--- config.mk ---
export PLATFORM = sky130hd
export DESIGN_NAME = reseed_sng
export DESIGN_NICKNAME = d
export VERILOG_FILES = /design/src/rtl/rsng_pkg.sv /design/src/rtl/rsng_edge_detect.sv /design/src/rtl/rsng_lfsr.sv /design/src/rtl/rsng_seed_reg.sv /design/src/rtl/reseed_sng.sv
export SDC_FILE = /design/constraint.sdc
export NUM_CORES = 1
export LEC_CHECK = 0
export ABC_AREA = 1
export BUFFER_PORTS_ARGS = -buffer_cell sky130_fd_sc_hd__buf_2
export CORE_MARGIN = 5
export CORE_UTILIZATION = 55
export DETAILED_ROUTE_END_ITERATION = 12
export GPL_ROUTABILITY_DRIVEN = 0
export GPL_TIMING_DRIVEN = 0
export PLACE_DENSITY_LB_ADDON = 0.15
export SYNTH_ARGS = -nofsm -noshare
export SYNTH_HDL_FRONTEND = slang
export SYNTH_SLANG_ARGS = --single-unit
--- constraint.sdc ---
create_clock -name clk_i -period 1.8 [get_ports clk_i]
set_input_delay 0.18 -clock clk_i [delete_from_list [all_inputs] [get_ports clk_i]]
set_output_delay 0.18 -clock clk_i [all_outputs]
set_load 0.02 [all_outputs]
--- src/rtl/rsng_pkg.sv ---
package rsng_pkg;

  // Feedback tap masks for the supported register widths (maximal length).
  function automatic logic [31:0] tap_mask(input int unsigned w);
    logic [31:0] m;
    case (w)
      4:       m = 32'h0000_000C;  // bits 3,2
      8:       m = 32'h0000_00B8;  // bits 7,5,4,3
      16:      m = 32'h0000_B400;  // bits 15,13,12,10
      default: m = 32'h0000_0000;
    endcase
    return m;
  endfunction

endpackage

--- src/rtl/rsng_edge_detect.sv ---
module rsng_edge_detect (
  input  logic clk_i,
  input  logic rst_i,
  input  logic level_i,
  output logic rise_o
);
  logic level_q;

  always_ff @(posedge clk_i) begin
    if (rst_i) level_q <= 1'b0;
    else       level_q <= level_i;
  end

  assign rise_o = level_i & ~level_q;

  AST_RISE_SINGLE: assert property (@(posedge clk_i) disable iff (rst_i)
    rise_o |=> !rise_o);
endmodule

--- src/rtl/rsng_lfsr.sv ---
module rsng_lfsr #(
  parameter int unsigned WIDTH = 16,
  parameter logic [31:0] MASK  = 32'h0000_B400
) (
  input  logic             clk_i,
  input  logic             rst_i,
  input  logic             load_i,
  input  logic [WIDTH-1:0] seed_i,
  input  logic             step_i,
  output logic [WIDTH-1:0] state_o
);
  localparam logic [WIDTH-1:0] TAPS = MASK[WIDTH-1:0];

  logic [WIDTH-1:0] state_q;
  logic             feedback;

  assign feedback = ^(state_q & TAPS);

  always_ff @(posedge clk_i) begin
    if (rst_i)       state_q <= '0;
    else if (load_i) state_q <= seed_i;
    else if (step_i) state_q <= {state_q[WIDTH-2:0], feedback};
  end

  assign state_o = state_q;
endmodule

--- src/rtl/rsng_seed_reg.sv ---
module rsng_seed_reg #(
  parameter int unsigned WIDTH = 16
) (
  input  logic             clk_i,
  input  logic             rst_i,
  input  logic [WIDTH-1:0] init_i,
  input  logic             bump_i,
  output logic [WIDTH-1:0] seed_o
);
  localparam logic [WIDTH-1:0] ONE = {{(WIDTH-1){1'b0}}, 1'b1};

  logic [WIDTH-1:0] seed_q;
  logic [WIDTH-1:0] seed_inc;

  assign seed_inc = seed_q + ONE;

  always_ff @(posedge clk_i) begin
    if (rst_i)       seed_q <= (init_i == '0) ? ONE : init_i;
    else if (bump_i) seed_q <= (seed_inc == '0) ? ONE : seed_inc;
  end

  assign seed_o = seed_q;
endmodule

--- src/rtl/reseed_sng.sv ---
module reseed_sng #(
  parameter int unsigned WIDTH = 16
) (
  input  logic             clk_i,
  input  logic             rst_i,
  input  logic             start_i,
  input  logic [WIDTH-1:0] value_i,
  input  logic [WIDTH-1:0] seed_i,
  input  logic             out_ready_i,
  output logic             out_valid_o,
  output logic             out_bit_o,
  output logic             done_o
);
  import rsng_pkg::*;

  localparam logic [31:0]      MASK     = tap_mask(WIDTH);
  localparam logic [WIDTH-1:0] LAST_IDX = {{(WIDTH-1){1'b1}}, 1'b0};
  localparam logic [WIDTH-1:0] CNT_ONE  = {{(WIDTH-1){1'b0}}, 1'b1};

  logic             rise;
  logic             launch, accept, finish;
  logic             busy_q, done_q;
  logic [WIDTH-1:0] cnt_q, value_q, seed, word;

  rsng_edge_detect u_edge (
    .clk_i  (clk_i),
    .rst_i  (rst_i),
    .level_i(start_i),
    .rise_o (rise)
  );

  rsng_seed_reg #(.WIDTH(WIDTH)) u_seed (
    .clk_i (clk_i),
    .rst_i (rst_i),
    .init_i(seed_i),
    .bump_i(finish),
    .seed_o(seed)
  );

  rsng_lfsr #(.WIDTH(WIDTH), .MASK(MASK)) u_lfsr (
    .clk_i  (clk_i),
    .rst_i  (rst_i),
    .load_i (launch),
    .seed_i (seed),
    .step_i (accept),
    .state_o(word)
  );

  assign launch = rise & ~busy_q;
  assign accept = busy_q & out_ready_i;
  assign finish = accept & (cnt_q == LAST_IDX);

  always_ff @(posedge clk_i) begin
    if (rst_i) begin
      busy_q  <= 1'b0;
      done_q  <= 1'b0;
      cnt_q   <= '0;
      value_q <= '0;
    end else begin
      done_q <= finish;
      if (launch) begin
        busy_q  <= 1'b1;
        cnt_q   <= '0;
        value_q <= value_i;
      end else if (accept) begin
        cnt_q <= cnt_q + CNT_ONE;
        if (finish) busy_q <= 1'b0;
      end
    end
  end

  assign out_valid_o = busy_q;
  assign out_bit_o   = busy_q & (word > value_q);
  assign done_o      = done_q;

  AST_LFSR_NONZERO: assert property (@(posedge clk_i) disable iff (rst_i)
    busy_q |-> word != '0);
  AST_VALUE_HELD: assert property (@(posedge clk_i) disable iff (rst_i)
    (busy_q && $past(busy_q)) |-> $stable(value_q));
  AST_STALL_HOLDS: assert property (@(posedge clk_i) disable iff (rst_i)
    (out_valid_o && !out_ready_i) |=> (out_valid_o && $stable(out_bit_o) && $stable(word)));
  AST_DONE_PULSE: assert property (@(posedge clk_i) disable iff (rst_i)
    done_o |=> !done_o);
  AST_DONE_IDLE: assert property (@(posedge clk_i) disable iff (rst_i)
    done_o |-> !out_valid_o);
  AST_SEED_MOVES: assert property (@(posedge clk_i) disable iff (rst_i)
    done_o |-> seed != $past(seed));
endmodule

==> flow_summary.toml <==
[cts]
htreeDepth = 3
cts_tree = "yes"
insertion_delay_ps = 360
cts.sinks = 67
clock_path_buffers = 2
hold_buffers = 0
cts-root-buf = "clkbuf_8"
clk_pin_slew_worst_paths_ps = 70
cts_buffers = 9

[critical_path]
crit_required_ps = 1620
end_kind = "output pin"
crit_type = "reg -> out"
critPathMaxFanout = 3
crit_arrival_ps = 1810
crit_path_start_kind = "flop"

[yosys]
synthesis.nets = 541
synth_warnings = 0
synth-xor-area-share_pct = 0.9783
yosys_register_bits = 67
synth_cells = 486
synth_compound_area_share_pct = 13.24
synth_fa_ha_area_share_pct = 6.639
syn_area_um2 = 3581
synth_top_family_by_area = "simple AND/OR/NAND/NOR gates"
ys_seq_area_share_pct = 41.93
synth_cell_type_count = 38
yosys.area_share.simple_pct = 29.32
syn_area_per_cell_um2 = 7.368
synth_mux_area_share_pct = 0.3145

[final_layout]
drive_above_1_share_pct = 24.82
fin_cells = 629
diodes = 0
areaGrowthSynthToFinish_pct = 23.48
nets = 602

[routing]
ant_nets = 0
dr_total_vias = 3444
via_per_inst = 5.475
drcViolationCount = 0
wl_um = 9133
wire_per_inst_um = 14.52
drtIter0Drc = 282
firstDrtPassIters = 5

[timing]
worst_pin_slew_ps = 743.1
skew_ps = 10.91
tns_ps = -227.7
finalSetupViolCount = 2
holdWs_ps = 49.48
hold_viol = 0
period_needed_ps = 1992
slew-limit-headroom_pct = 50.46
timing.final.crit_share_pct = 110.7
layout_setup_ws_ps = -192.4
rsz0062_at_grt = "yes"
timing.fmax_ghz = 0.5019
maxSlewViolCount = 0

[grt]
overflow = 0
grt_max_degree = 19
grtUsageTotal_pct = 22.07
antenna_found_initial = 0
grt_pass1_vias = 3190
grt_first_pass_wirelength_um = 14720

[floorplanning]
start_util_pct = 56.39
die_h_um = 90.69
core-area_um2 = 6350
num_rows = 29
fp.dieW_um = 90.69
die_area_um2 = 8225
ioPinCount = 39

[run]
maxCapViolCount = 0

[placement]
dpl.cell_count = 601
pre_cts_ws_ps = -208.6
dp_hpwl_um = 6451
port_buffers = 38

[status]
violations = "negative setup slack"
outcome = "complete, but fails checks"

[pwr]
p_leak_uw = 0.001776
ir_drop_mv = 0.6584
p_total_uw = 3716
power_density_nw_per_um2 = 840.3

[worst_hold_path]
hold_path.class = "in -> reg"
==> layer usage <==
metal  GRT usage (%)  routed length [µm]
met1           29.72                4204
met2           33.96                4127
met3           4.083                 543
met4           10.55                 257
met5               0                   0
==> state kept, by name (all words and copies together), names as in the netlist <==
name	cells
cnt_q	16
done_o	1
out_valid_o	1
u_edge.level_q	1
u_lfsr.state_o	16
u_seed.seed_o	16
value_q	16
==> power by group <==
part           internal (µW)  switching, µW
Clock                    722            620
Combinational            270            383
Sequential              1630           86.8
Total                   2630           1090
==> placed cells by master (no fill, tap or decap), types with 11 or more instances in the layout <==
cell type / synthesis / layout
dfxtp_1: 51 / 42
inv_2: 3 / 12
buf_2: 4 / 41
nand2_1: 131 / 123
a31oi_1: 14 / 14
a21oi_1: 25 / 22
ha_1: 19 / 11
nor2_1: 32 / 28
edfxtp_1: 16 / 16
o21ai_0: 36 / 35
nand3_1: 38 / 33
inv_1: 52 / 44
==> synthesized netlist by cell type <==
cell / count / area, µm²
a21o_1: 2 / 15.01
a21oi_1: 25 / 125.1
nand3_1: 38 / 190.2
dfxtp_1: 51 / 1021
nor2_2: 5 / 31.28
xor2_1: 3 / 26.28
edfxtp_1: 16 / 480.5
clkbuf_1: 7 / 26.28
o21ai_1: 2 / 10.01
nor3_1: 4 / 20.02
inv_1: 52 / 195.2
a311oi_1: 1 / 8.760
or2_2: 1 / 6.260
clkinv_1: 1 / 3.750
nand3_2: 2 / 20.02
and3_1: 1 / 6.260
inv_2: 3 / 11.26
nand2_1: 131 / 491.7
a221oi_1: 2 / 17.52
a31oi_1: 14 / 87.58
nor2_4: 1 / 11.26
nand2_2: 2 / 12.51
mux2_2: 1 / 11.26
buf_2: 4 / 20.02
o21bai_1: 1 / 7.510
nor4_1: 4 / 25.02
nand4_1: 10 / 62.56
buf_1: 4 / 15.01
nor2_1: 32 / 120.1
o211ai_1: 1 / 7.510
xnor2_1: 1 / 8.760
and2_1: 1 / 6.260
or2_0: 3 / 18.77
nor3_2: 2 / 20.02
a211oi_1: 2 / 15.01
ha_1: 19 / 237.7
o21ai_0: 36 / 180.2
nand3b_1: 1 / 7.510
==> cells by family (layout without fill, tap and decap cells) <==
group                      after synthesis  in the layout
AOI/OAI and AO/OA                       86             86
xor gates and xnor gates                 4              4
adders and majority gates               19             19
buffers and inverters                   71            136
DFF                                     67             67
muxes                                    1              1
and+or+nand+nor                        238            239
==> cell type report <==
class                   count  area, µm²
repair buffers             50      297.8
fillers                   522       1928
clock inverters             6      60.06
clock buffers              10      148.9
flip-flops and latches     67       1513
multi-input cells         349       2038
inverters                  56      210.2
well taps                  77      96.34
plain buffers              14      57.56
==> per-stage QoR <==
step	area, µm²	utilization, %
finish	4422	69.64
global route	4422	69.64
CTS	4268	67.21
detailed placement	3867	60.91
global placement	3867	60.91
floorplan	3581	-
==> worst max-delay path, stage by stage, from the launching register on <==
cell	delay, ps
dfxtp_2	330
inv_2	50
ha_4	270
nand3_2	80
o211ai_1	210
nand2_1	80
nand2_1	70
nand2_1	40
nand2_1	60
and3_4	170
buf_6	110
==> path summary, 6_finish.rpt <==
| path | endpoint | cells after the start | slack, ps | from |
|---|---|---|---|---|
| setup / recovery | out_bit_o | 10 | -190 | value_q[3] |
| setup reg to reg | u_seed.seed_o[1] | 10 | -40 | u_seed.seed_o[0] |
| hold / removal | value_q[14] | 3 | 50 | value_i[14] |
| hold reg to reg | cnt_q[6] | 2 | 480 | cnt_q[6] |
==> what timing repair did <==
item                                    in CTS  in global routing
buffers inserted                             3                  9
endpoints found under the setup margin      20                 31
hold endpoints to repair                     0                  0
resized for setup                           37                 26
cloned                                       0                  1
pin swaps                                   14                 22
(Power assumes the default switching activity.)
